--- src/rtl/smb_pkg.sv ---
package smb_pkg;
  typedef enum logic [2:0] {
    ST_IDLE,
    ST_ADDR,
    ST_CMD,
    ST_WDATA,
    ST_WDISC,
    ST_RDATA,
    ST_SKIP
  } smb_state_t;
endpackage

--- src/rtl/smb_sync.sv ---
module smb_sync #(
  parameter int          W       = 2,
  parameter int          STAGES  = 2,
  parameter logic [W-1:0] RST_VAL = '1
) (
  input  logic         clk,
  input  logic         rst_n,
  input  logic [W-1:0] d,
  output logic [W-1:0] q
);
  logic [W-1:0] stg [STAGES];

  always_ff @(posedge clk or negedge rst_n) begin
    if (!rst_n) stg[0] <= RST_VAL;
    else        stg[0] <= d;
  end

  for (genvar i = 1; i < STAGES; i++) begin : g_stage
    always_ff @(posedge clk or negedge rst_n) begin
      if (!rst_n) stg[i] <= RST_VAL;
      else        stg[i] <= stg[i-1];
    end
  end

  assign q = stg[STAGES-1];
endmodule

--- src/rtl/smb_bus_cond.sv ---
module smb_bus_cond (
  input  logic clk,
  input  logic rst_n,
  input  logic scl_s,
  input  logic sda_s,
  output logic scl_rise,
  output logic scl_fall,
  output logic start_det,
  output logic stop_det
);
  logic scl_q, sda_q;

  always_ff @(posedge clk or negedge rst_n) begin
    if (!rst_n) begin
      scl_q <= 1'b1;
      sda_q <= 1'b1;
    end else begin
      scl_q <= scl_s;
      sda_q <= sda_s;
    end
  end

  assign scl_rise  = scl_s & ~scl_q;
  assign scl_fall  = ~scl_s & scl_q;
  assign start_det = scl_s & scl_q & sda_q & ~sda_s;
  assign stop_det  = scl_s & scl_q & ~sda_q & sda_s;
endmodule

--- src/rtl/smb_reg_slave.sv ---
module smb_reg_slave #(
  parameter int PIN_W       = 4,
  parameter int ADDR_W      = 7,
  parameter logic [ADDR_W-PIN_W-1:0] DEV_PREFIX = 3'b001,
  parameter int REG_AW      = 4,
  parameter int DW          = 8,
  parameter int SYNC_STAGES = 2
) (
  input  logic              clk,
  input  logic              rst_n,
  input  logic              scl_in,
  input  logic              sda_in,
  output logic              sda_oe,
  input  logic [PIN_W-1:0]  dev_pins,
  output logic [REG_AW-1:0] reg_addr,
  output logic [DW-1:0]     reg_wdata,
  output logic              reg_we,
  input  logic [DW-1:0]     reg_rdata
);
  import smb_pkg::*;

  localparam int BCW = $clog2(DW + 2);
  localparam logic [BCW-1:0] LAST = BCW'(DW);
  localparam logic [BCW-1:0] ACKC = BCW'(DW + 1);

  logic       scl_s, sda_s;
  logic       scl_rise, scl_fall, start_det, stop_det;
  smb_state_t state;
  logic [BCW-1:0]    bitcnt;
  logic [DW-1:0]     shreg, txbyte, txsh;
  logic [REG_AW-1:0] ptr;
  logic              mack;
  logic              addr_match, rx_state;

  smb_sync #(.W(2), .STAGES(SYNC_STAGES), .RST_VAL(2'b11)) u_sync (
    .clk(clk), .rst_n(rst_n), .d({scl_in, sda_in}), .q({scl_s, sda_s})
  );

  smb_bus_cond u_cond (
    .clk(clk), .rst_n(rst_n), .scl_s(scl_s), .sda_s(sda_s),
    .scl_rise(scl_rise), .scl_fall(scl_fall),
    .start_det(start_det), .stop_det(stop_det)
  );

  assign addr_match = (shreg[DW-1 -: ADDR_W] == {DEV_PREFIX, dev_pins});
  assign rx_state   = (state == ST_ADDR) || (state == ST_CMD) ||
                      (state == ST_WDATA) || (state == ST_WDISC);
  assign reg_addr   = ptr;
  assign reg_wdata  = shreg;

  always_ff @(posedge clk or negedge rst_n) begin
    if (!rst_n) begin
      state  <= ST_IDLE;
      bitcnt <= '0;
      shreg  <= '0;
      txbyte <= '0;
      txsh   <= '0;
      ptr    <= '0;
      mack   <= 1'b0;
      sda_oe <= 1'b0;
      reg_we <= 1'b0;
    end else begin
      reg_we <= 1'b0;
      if (stop_det) begin
        state  <= ST_IDLE;
        bitcnt <= '0;
        sda_oe <= 1'b0;
      end else if (start_det) begin
        state  <= ST_ADDR;
        bitcnt <= '0;
        sda_oe <= 1'b0;
      end else if (scl_rise) begin
        if (bitcnt < LAST) begin
          if (rx_state) shreg <= {shreg[DW-2:0], sda_s};
          bitcnt <= bitcnt + 1'b1;
        end else if (bitcnt == LAST) begin
          if (state == ST_RDATA) mack <= ~sda_s;
          bitcnt <= ACKC;
        end
      end else if (scl_fall) begin
        if (bitcnt == LAST) begin
          // entering the acknowledge slot
          case (state)
            ST_ADDR:           sda_oe <= addr_match;
            ST_CMD, ST_WDISC:  sda_oe <= 1'b1;
            ST_WDATA: begin
              sda_oe <= 1'b1;
              reg_we <= 1'b1;
            end
            default:           sda_oe <= 1'b0;
          endcase
        end else if (bitcnt == ACKC) begin
          bitcnt <= '0;
          sda_oe <= 1'b0;
          case (state)
            ST_ADDR: begin
              if (!addr_match) state <= ST_SKIP;
              else if (shreg[0]) begin
                state  <= ST_RDATA;
                txbyte <= reg_rdata;
                txsh   <= {reg_rdata[DW-2:0], 1'b0};
                sda_oe <= ~reg_rdata[DW-1];
              end else state <= ST_CMD;
            end
            ST_CMD: begin
              ptr   <= shreg[REG_AW-1:0];
              state <= ST_WDATA;
            end
            ST_WDATA, ST_WDISC: state <= ST_WDISC;
            ST_RDATA: begin
              if (mack) begin
                txsh   <= {txbyte[DW-2:0], 1'b0};
                sda_oe <= ~txbyte[DW-1];
              end else state <= ST_SKIP;
            end
            default: ;
          endcase
        end else if (state == ST_RDATA && bitcnt != '0) begin
          sda_oe <= ~txsh[DW-1];
          txsh   <= {txsh[DW-2:0], 1'b0};
        end
      end
    end
  end
endmodule

--- config.mk ---
export PLATFORM = sky130hd
export DESIGN_NAME = smb_reg_slave
export DESIGN_NICKNAME = d
export VERILOG_FILES = /design/src/rtl/smb_pkg.sv /design/src/rtl/smb_sync.sv /design/src/rtl/smb_bus_cond.sv /design/src/rtl/smb_reg_slave.sv
export SDC_FILE = /design/constraint.sdc
export NUM_CORES = 1
export LEC_CHECK = 0
export ABC_AREA = 1
export CAP_MARGIN = 10
export CORE_MARGIN = 10
export CORE_UTILIZATION = 40
export DETAILED_ROUTE_END_ITERATION = 8
export PLACE_DENSITY = 0.62
export SKIP_CTS_REPAIR_TIMING = 1
export SLEW_MARGIN = 20
export SYNTH_ARGS = -nofsm -noshare
export SYNTH_HDL_FRONTEND = slang
export SYNTH_SLANG_ARGS = --single-unit
--- constraint.sdc ---
create_clock -name clk -period 2.7 [get_ports clk]
set_clock_uncertainty 0.2 [all_clocks]
set_input_delay 0.27 -clock clk [delete_from_list [all_inputs] [get_ports clk]]
set_output_delay 0.27 -clock clk [all_outputs]
set_load 0.05 [all_outputs]
==> impl_metrics.tcl, run 1 <==
set metrics [dict create \
    status "complete, no violations" \
    synth.distinct_cells 34 \
    path_clk_slew_ns 0.09 \
    start_util_pct 41.2 \
    num_vias 1940 \
    grt_start_max_net_pins 43 \
    root_buffer "clkbuf_8" \
    yosys_warnings 0 \
    async_flop_share_pct 100 \
    wire_per_inst_um 12.7 \
    setup_violations 0 \
    rows 28 \
    holdCritPathClass "register to register" \
    timing.fmax_mhz 480 \
    final_layout_size_suffix_gt1_share_pct 15.5 \
    syn-instance-count 300 \
    total_power_mw 2.08 \
    critPathMaxFanout 16 \
    diodes 0 \
    grt_pass1_wl_um 9430 \
    die_x_um 97.8 \
    relSlewSlack_pct 38.7 \
    cts_tree "yes" \
    drcViolationCount 0 \
    wl_um 5230 \
    endpoint_kind "register" \
    finish.utilization_pct 49.6 \
    clkSinkCount 43 \
    ant_nets 0 \
    ir_drop_mv 0.417 \
    start_kind "register" \
    dp_slack_ns 0.621 \
    maxSlewViolCount 0 \
    setup_slack_ns 0.615 \
    layout.nets 356 \
    period_needed_ns 2.09 \
    worst_pin_slew_ns 0.919 \
    place_congestion 0.771 \
    synth_edf_count 0 \
    drtIter0Drc 68 \
    synth-seq-area-share_pct 44.7 \
    syn_avg_cell_area_sq_um 8.08 \
    power_density_nw_per_um2 712 \
    grt-ovfl-total 0 \
    ios 30 \
    grt_pass1_vias 2018 \
    h-tree-depth 2 \
    cap_violations 0 \
    core_area_sq_um 5890 \
    crit_type "register to register" \
    synth_top_flop_cell "dfrtp_1" \
    rsz0062_at_grt "no" \
    dp_hpwl_um 3920 \
    finalHoldViolations 0 \
    syn_to_final_growth_pct 20.5 \
    chipHeight_um 97.8 \
    cts_buffer_depth 2 \
    reg2reg_setup_slack_ns 0.61 \
    syn-num-nets 322 \
    via_per_inst 4.73 \
    antenna_found_initial 0 \
    fin_crit_sh_pct 77.2 \
    numCtsBuffers 5 \
    syn_area_sq_um 2420 \
    fillCellCount 584 \
    arrival_ns 2.06 \
    port_buffers 29 \
    insertion_delay_ns 0.30 \
    die_area_sq_um 9570 \
    crit_required_ns 2.68 \
    timing.setup.tns_ns 0 \
    drt_first_pass_iters 4 \
    synth_seq_cells 43 \
    track_usage_pct 11.4 \
    p_leak_nw 1.45 \
]
-- synthesized netlist by cell type (all sizes together) (2+ instances only) --
master  instances  area share [%]
inv            45             7.0
nand3          23             6.7
nor2           22             4.9
nand2          95              16
a21oi           9             2.3
o22ai           2            0.52
xnor2           2            0.72
o21ai          33             8.2
nand4           6             1.8
buf             3             1.1
dfrtp          37              38
nor3            3            0.62
dfstp           6             6.5
ha              6             3.1
-- cells in the final DEF (no fill, tap or decap), drive strengths merged --
| cell | netlist | layout |
|---|---|---|
| ha | 6 | 6 |
| a211oi | 1 | 1 |
| a22oi | 1 | 1 |
| a21oi | 9 | 9 |
| o21a | 1 | 1 |
| clkdlybuf4s50 | 0 | 28 |
| nand2 | 95 | 95 |
| buf | 3 | 2 |
| o22ai | 2 | 2 |
| bufinv | 0 | 2 |
| xnor2 | 2 | 2 |
| nor3 | 3 | 3 |
| nand3 | 23 | 23 |
| clkbuf | 1 | 6 |
| o21ai | 33 | 33 |
| or2 | 1 | 1 |
| clkinv | 1 | 1 |
| nand4 | 6 | 6 |
| o31ai | 1 | 1 |
| inv | 45 | 45 |
| dfrtp | 37 | 37 |
| dfstp | 6 | 6 |
| nor2 | 22 | 22 |
| dlygate4sd3 | 0 | 1 |
| nand3b | 1 | 1 |
-- worst max-delay path, cell delays in order (launching register included) --
cell and delay [ns]:
dfrtp_1 0.43, inv_1 0.11, ha_1 0.19, nand3_4 0.21
nor2_4 0.18, inv_2 0.06, nor2_4 0.15, nand3b_4 0.22
nand2_1 0.14, o21ai_2 0.06
-- per-stage QoR --
stage	std cells	hold slack (ns)	cell area, sq um
5_1_grt	410	0.162	2920
3_5_place_dp	401	0.147	2780
2_1_floorplan	300	-0.226	2420
3_3_place_gp	401	0.146	2780
4_1_cts	409	-0.0636	2910
6_report	410	0.158	2920
-- cell families (layout without fill, tap and decap cells) --
family / count (synthesis) / after routing / synth area share (%)
AND/OR/NAND/NOR: 151 / 151 / 30.7
buffers and inverters: 50 / 85 / 8.47
AO/OA/AOI/OAI: 48 / 48 / 12.3
flip-flops: 43 / 43 / 44.7
adder cells (fa/ha/maj): 6 / 6 / 3.10
XOR/XNOR: 2 / 2 / 0.723
-- layer usage --
metal  vias up  GRT usage, %  part of all wire, %
met5         -             0                    0
met4         0          2.68                 0.73
met3         4          3.95                  5.8
met2        31          18.2                   45
met1       881          14.2                   48
li1       1024             -                    -
-- where the power goes --
part	total [mW]	switching [mW]	internal (mW)
combinational	0.672	0.453	0.218
sequential	0.813	0.0920	0.721
clock	0.594	0.224	0.370
-- registers in the layout, summed over array words and instances, names as in the netlist, 2 cells and up --
register / count
reg_wdata: 8
txbyte: 8
txsh: 7
bitcnt: 4
reg_addr: 4
state: 3
u_sync.q: 2
u_sync.stg: 2
-- worst paths after layout --
kind                                              start                      end  cells past startpoint
min in group asynchronous                         rst_n    bitcnt[1]$_DFFE_PN0P_                      2
worst max register to register    bitcnt[1]$_DFFE_PN0P_    txbyte[2]$_DFFE_PN0P_                      9
worst min-delay path            u_sync.stg[3]$_DFF_PN1_    u_sync.q[1]$_DFF_PN1_                      0
worst min register to register  u_sync.stg[3]$_DFF_PN1_    u_sync.q[1]$_DFF_PN1_                      0
worst max-delay path              bitcnt[1]$_DFFE_PN0P_    txbyte[2]$_DFFE_PN0P_                      9
max in group asynchronous                         rst_n  u_sync.stg[2]$_DFF_PN1_                      3
-- layout make-up --
class | count | area, sq um | share of cell area (%)
repair buffers | 31 | 303 | 10.4
flip-flops and latches | 43 | 1080 | 37.1
clock buffers | 6 | 72.6 | 2.48
clock inverters | 2 | 60.1 | 2.06
well taps | 75 | 93.8 | 3.21
multi-input cells | 207 | 1130 | 38.8
inverters | 46 | 174 | 5.95
Power figures use the tool's default switching activity.
==> run 2: changes to the inputs <==
==> constraint.sdc (replaced) <==
create_clock -name clk -period 2.2 [get_ports clk]
set_clock_uncertainty 0.2 [all_clocks]
set_input_delay 0.22 -clock clk [delete_from_list [all_inputs] [get_ports clk]]
set_output_delay 0.22 -clock clk [all_outputs]
set_load 0.05 [all_outputs]
==> run 2 against run 1 <==
Effect of this change:
- worst setup slack got worse by 0.45 ns
- sequential share of layout area is 0.30 points higher
- non-clock buffer count up 2
- count of clock-buffer cells in the layout rose by 1
- design area shrank 0.81%
- register-to-register slack got worse by 0.45 ns
- global-route usage down 0.18 points
- critical path depth increased by 1
- total power rose by 11%
- via count grew 1.9%
- sequential power is 22% higher
- first-iteration DRC count up 34%
- critical endpoint is now txbyte[4]$_DFFE_PN0P_
- largest power group unchanged
- highest routed layer unchanged
==> impl_metrics.tcl, run 2 (synthesis results as in run 1) <==
set metrics [dict create \
    status "complete, no violations" \
    clkSinkCount 43 \
    worst_pin_slew_ns 0.537 \
    die_x_um 97.8 \
    path_clk_slew_ns 0.08 \
    chipHeight_um 97.8 \
    reg2reg_setup_slack_ns 0.17 \
    hold_slack_ns 0.125 \
    start_util_pct 41.2 \
    arrival_ns 2.02 \
    grt_pass1_wl_um 9250 \
    multi_input_area_sq_um 1130 \
    port_buffers 29 \
    total_power_mw 2.31 \
    cts_tree "yes" \
    start_kind "register" \
    p_leak_nw 1.44 \
    cts_buffer_depth 2 \
    antenna_found_initial 0 \
    whs_path_depth 1 \
    wire_per_inst_um 12.6 \
    crit_type "register to register" \
    relSlewSlack_pct 64.2 \
    dp_hpwl_um 4020 \
    core_area_sq_um 5890 \
    wl_um 5210 \
    p_seq_share_pct 43.1 \
    die_area_sq_um 9570 \
    timing.fmax_mhz 492 \
    hold_start "scl_in" \
    drcViolationCount 0 \
    h-tree-depth 2 \
    p_comb_share_pct 35.7 \
    switchingPower_mw 0.931 \
    power_density_nw_per_um2 798 \
    period_needed_ns 2.03 \
    maxSlewViolCount 0 \
    p_int_mw 1.38 \
    endpoint_kind "register" \
    finish.utilization_pct 49.2 \
    cap_violations 0 \
    critPathMaxFanout 16 \
    rsz0062_at_grt "no" \
    grt_pass1_vias 2011 \
    final_layout_size_suffix_gt1_share_pct 15.7 \
    layout_common_cells "nand2_1, inv_1, dfrtp_1" \
    grt_start_max_net_pins 23 \
    drtIter0Drc 91 \
    timing.setup.tns_ns 0 \
    reg2regPathDepth 10 \
    num_vias 1977 \
    worstReg2RegEnd "txbyte[4]$_DFFE_PN0P_" \
    ios 30 \
    ant_nets 0 \
    crit_required_ns 2.19 \
    setup_violations 0 \
    track_usage_pct 11.2 \
    finalHoldViolations 0 \
    insertion_delay_ns 0.29 \
    via_per_inst 4.80 \
    fin_crit_sh_pct 92.5 \
    layout_commonest_cell "nand2_1" \
    root_buffer "clkbuf_8" \
    place_congestion 0.881 \
    p_sw_share_pct 40.3 \
    holdCritPathClass "input pin to register" \
    syn_to_final_growth_pct 19.6 \
    seq_area_sq_um 1080 \
    rows 28 \
    fillCellCount 603 \
    pwr-share-clk_pct 21.2 \
    grt-ovfl-total 0 \
    drt_first_pass_iters 4 \
    ir_drop_mv 0.624 \
    numCtsBuffers 5 \
    whs_endpoint "u_sync.stg[3]$_DFF_PN1_" \
    timing.rr.start "u_cond.scl_q$_DFF_PN1_" \
    layout.nets 358 \
    diodes 0 \
]
[run 2: cell types whose count changed in the layout (fill, tap and decap cells not counted)]
cell,delta
buf_4,+1
clkinv_2,+1
buf_12,+1
clkbuf_1,+1
bufinv_16,-2
[run 2: through the flow]
step           cells  cell area (sq um)  setup WS (ns)
3_5_place_dp     403               2810          0.126
6_report         412               2900          0.166
4_1_cts          411               2890          0.145
2_1_floorplan    300               2420          0.274
5_1_grt          412               2900         0.0216
3_3_place_gp     403               2810          0.149
[run 2: final cells by class]
class / instances / area share (%)
Sequential cell: 43 / 37.4
Clock buffer: 7 / 2.63
Timing Repair Buffer: 33 / 11.4
Inverter: 46 / 6.00
Multi-Input combinational cell: 207 / 39.2
Tap cell: 75 / 3.24
Clock inverter: 1 / 0.173
[run 2: power by group through the flow]
| stage | Clock, mW | Sequential [mW] | Combinational, mW |
|---|---|---|---|
| floorplan | 0 | 1.21 | 0.354 |
| global placement | 0 | 1.01 | 0.827 |
| detailed placement | 0 | 1.01 | 0.832 |
| CTS | 0.508 | 0.996 | 0.836 |
| global route | 0.539 | 1.02 | 0.911 |
| finish | 0.491 | 0.995 | 0.825 |
[run 2: layer usage]
| metal | part of all wire, % | GRT usage (%) | vias up |
|---|---|---|---|
| li1 | - | - | 1028 |
| met1 | 46 | 13.5 | 904 |
| met2 | 47 | 18.2 | 40 |
| met3 | 6.1 | 4.02 | 5 |
| met4 | 0.98 | 3.02 | 0 |
| met5 | 0 | 0 | - |
[run 2: how the worst max path moves through the flow]
stage / from / endpoint
global placement: dev_pins[3] / txsh[2]$_DFFE_PN0P_
finish: u_cond.scl_q$_DFF_PN1_ / txbyte[4]$_DFFE_PN0P_
global route: bitcnt[0]$_DFFE_PN0P_ / txsh[5]$_DFFE_PN0P_
floorplan: reg_wdata[4]$_DFFE_PN0P_ / txbyte[6]$_DFFE_PN0P_
CTS: u_cond.scl_q$_DFF_PN1_ / txbyte[4]$_DFFE_PN0P_
detailed placement: dev_pins[3] / txbyte[4]$_DFFE_PN0P_
[run 2: worst max-delay path, stage by stage, from the launching register on]
cell and delay, ns:
dfstp_2 0.55, inv_1 0.04, ha_1 0.19, inv_1 0.11, nand2_1 0.07, inv_1 0.12, nand2_2 0.09, nor2_4 0.13
nand3b_4 0.22, nand2_1 0.14, o21ai_2 0.06
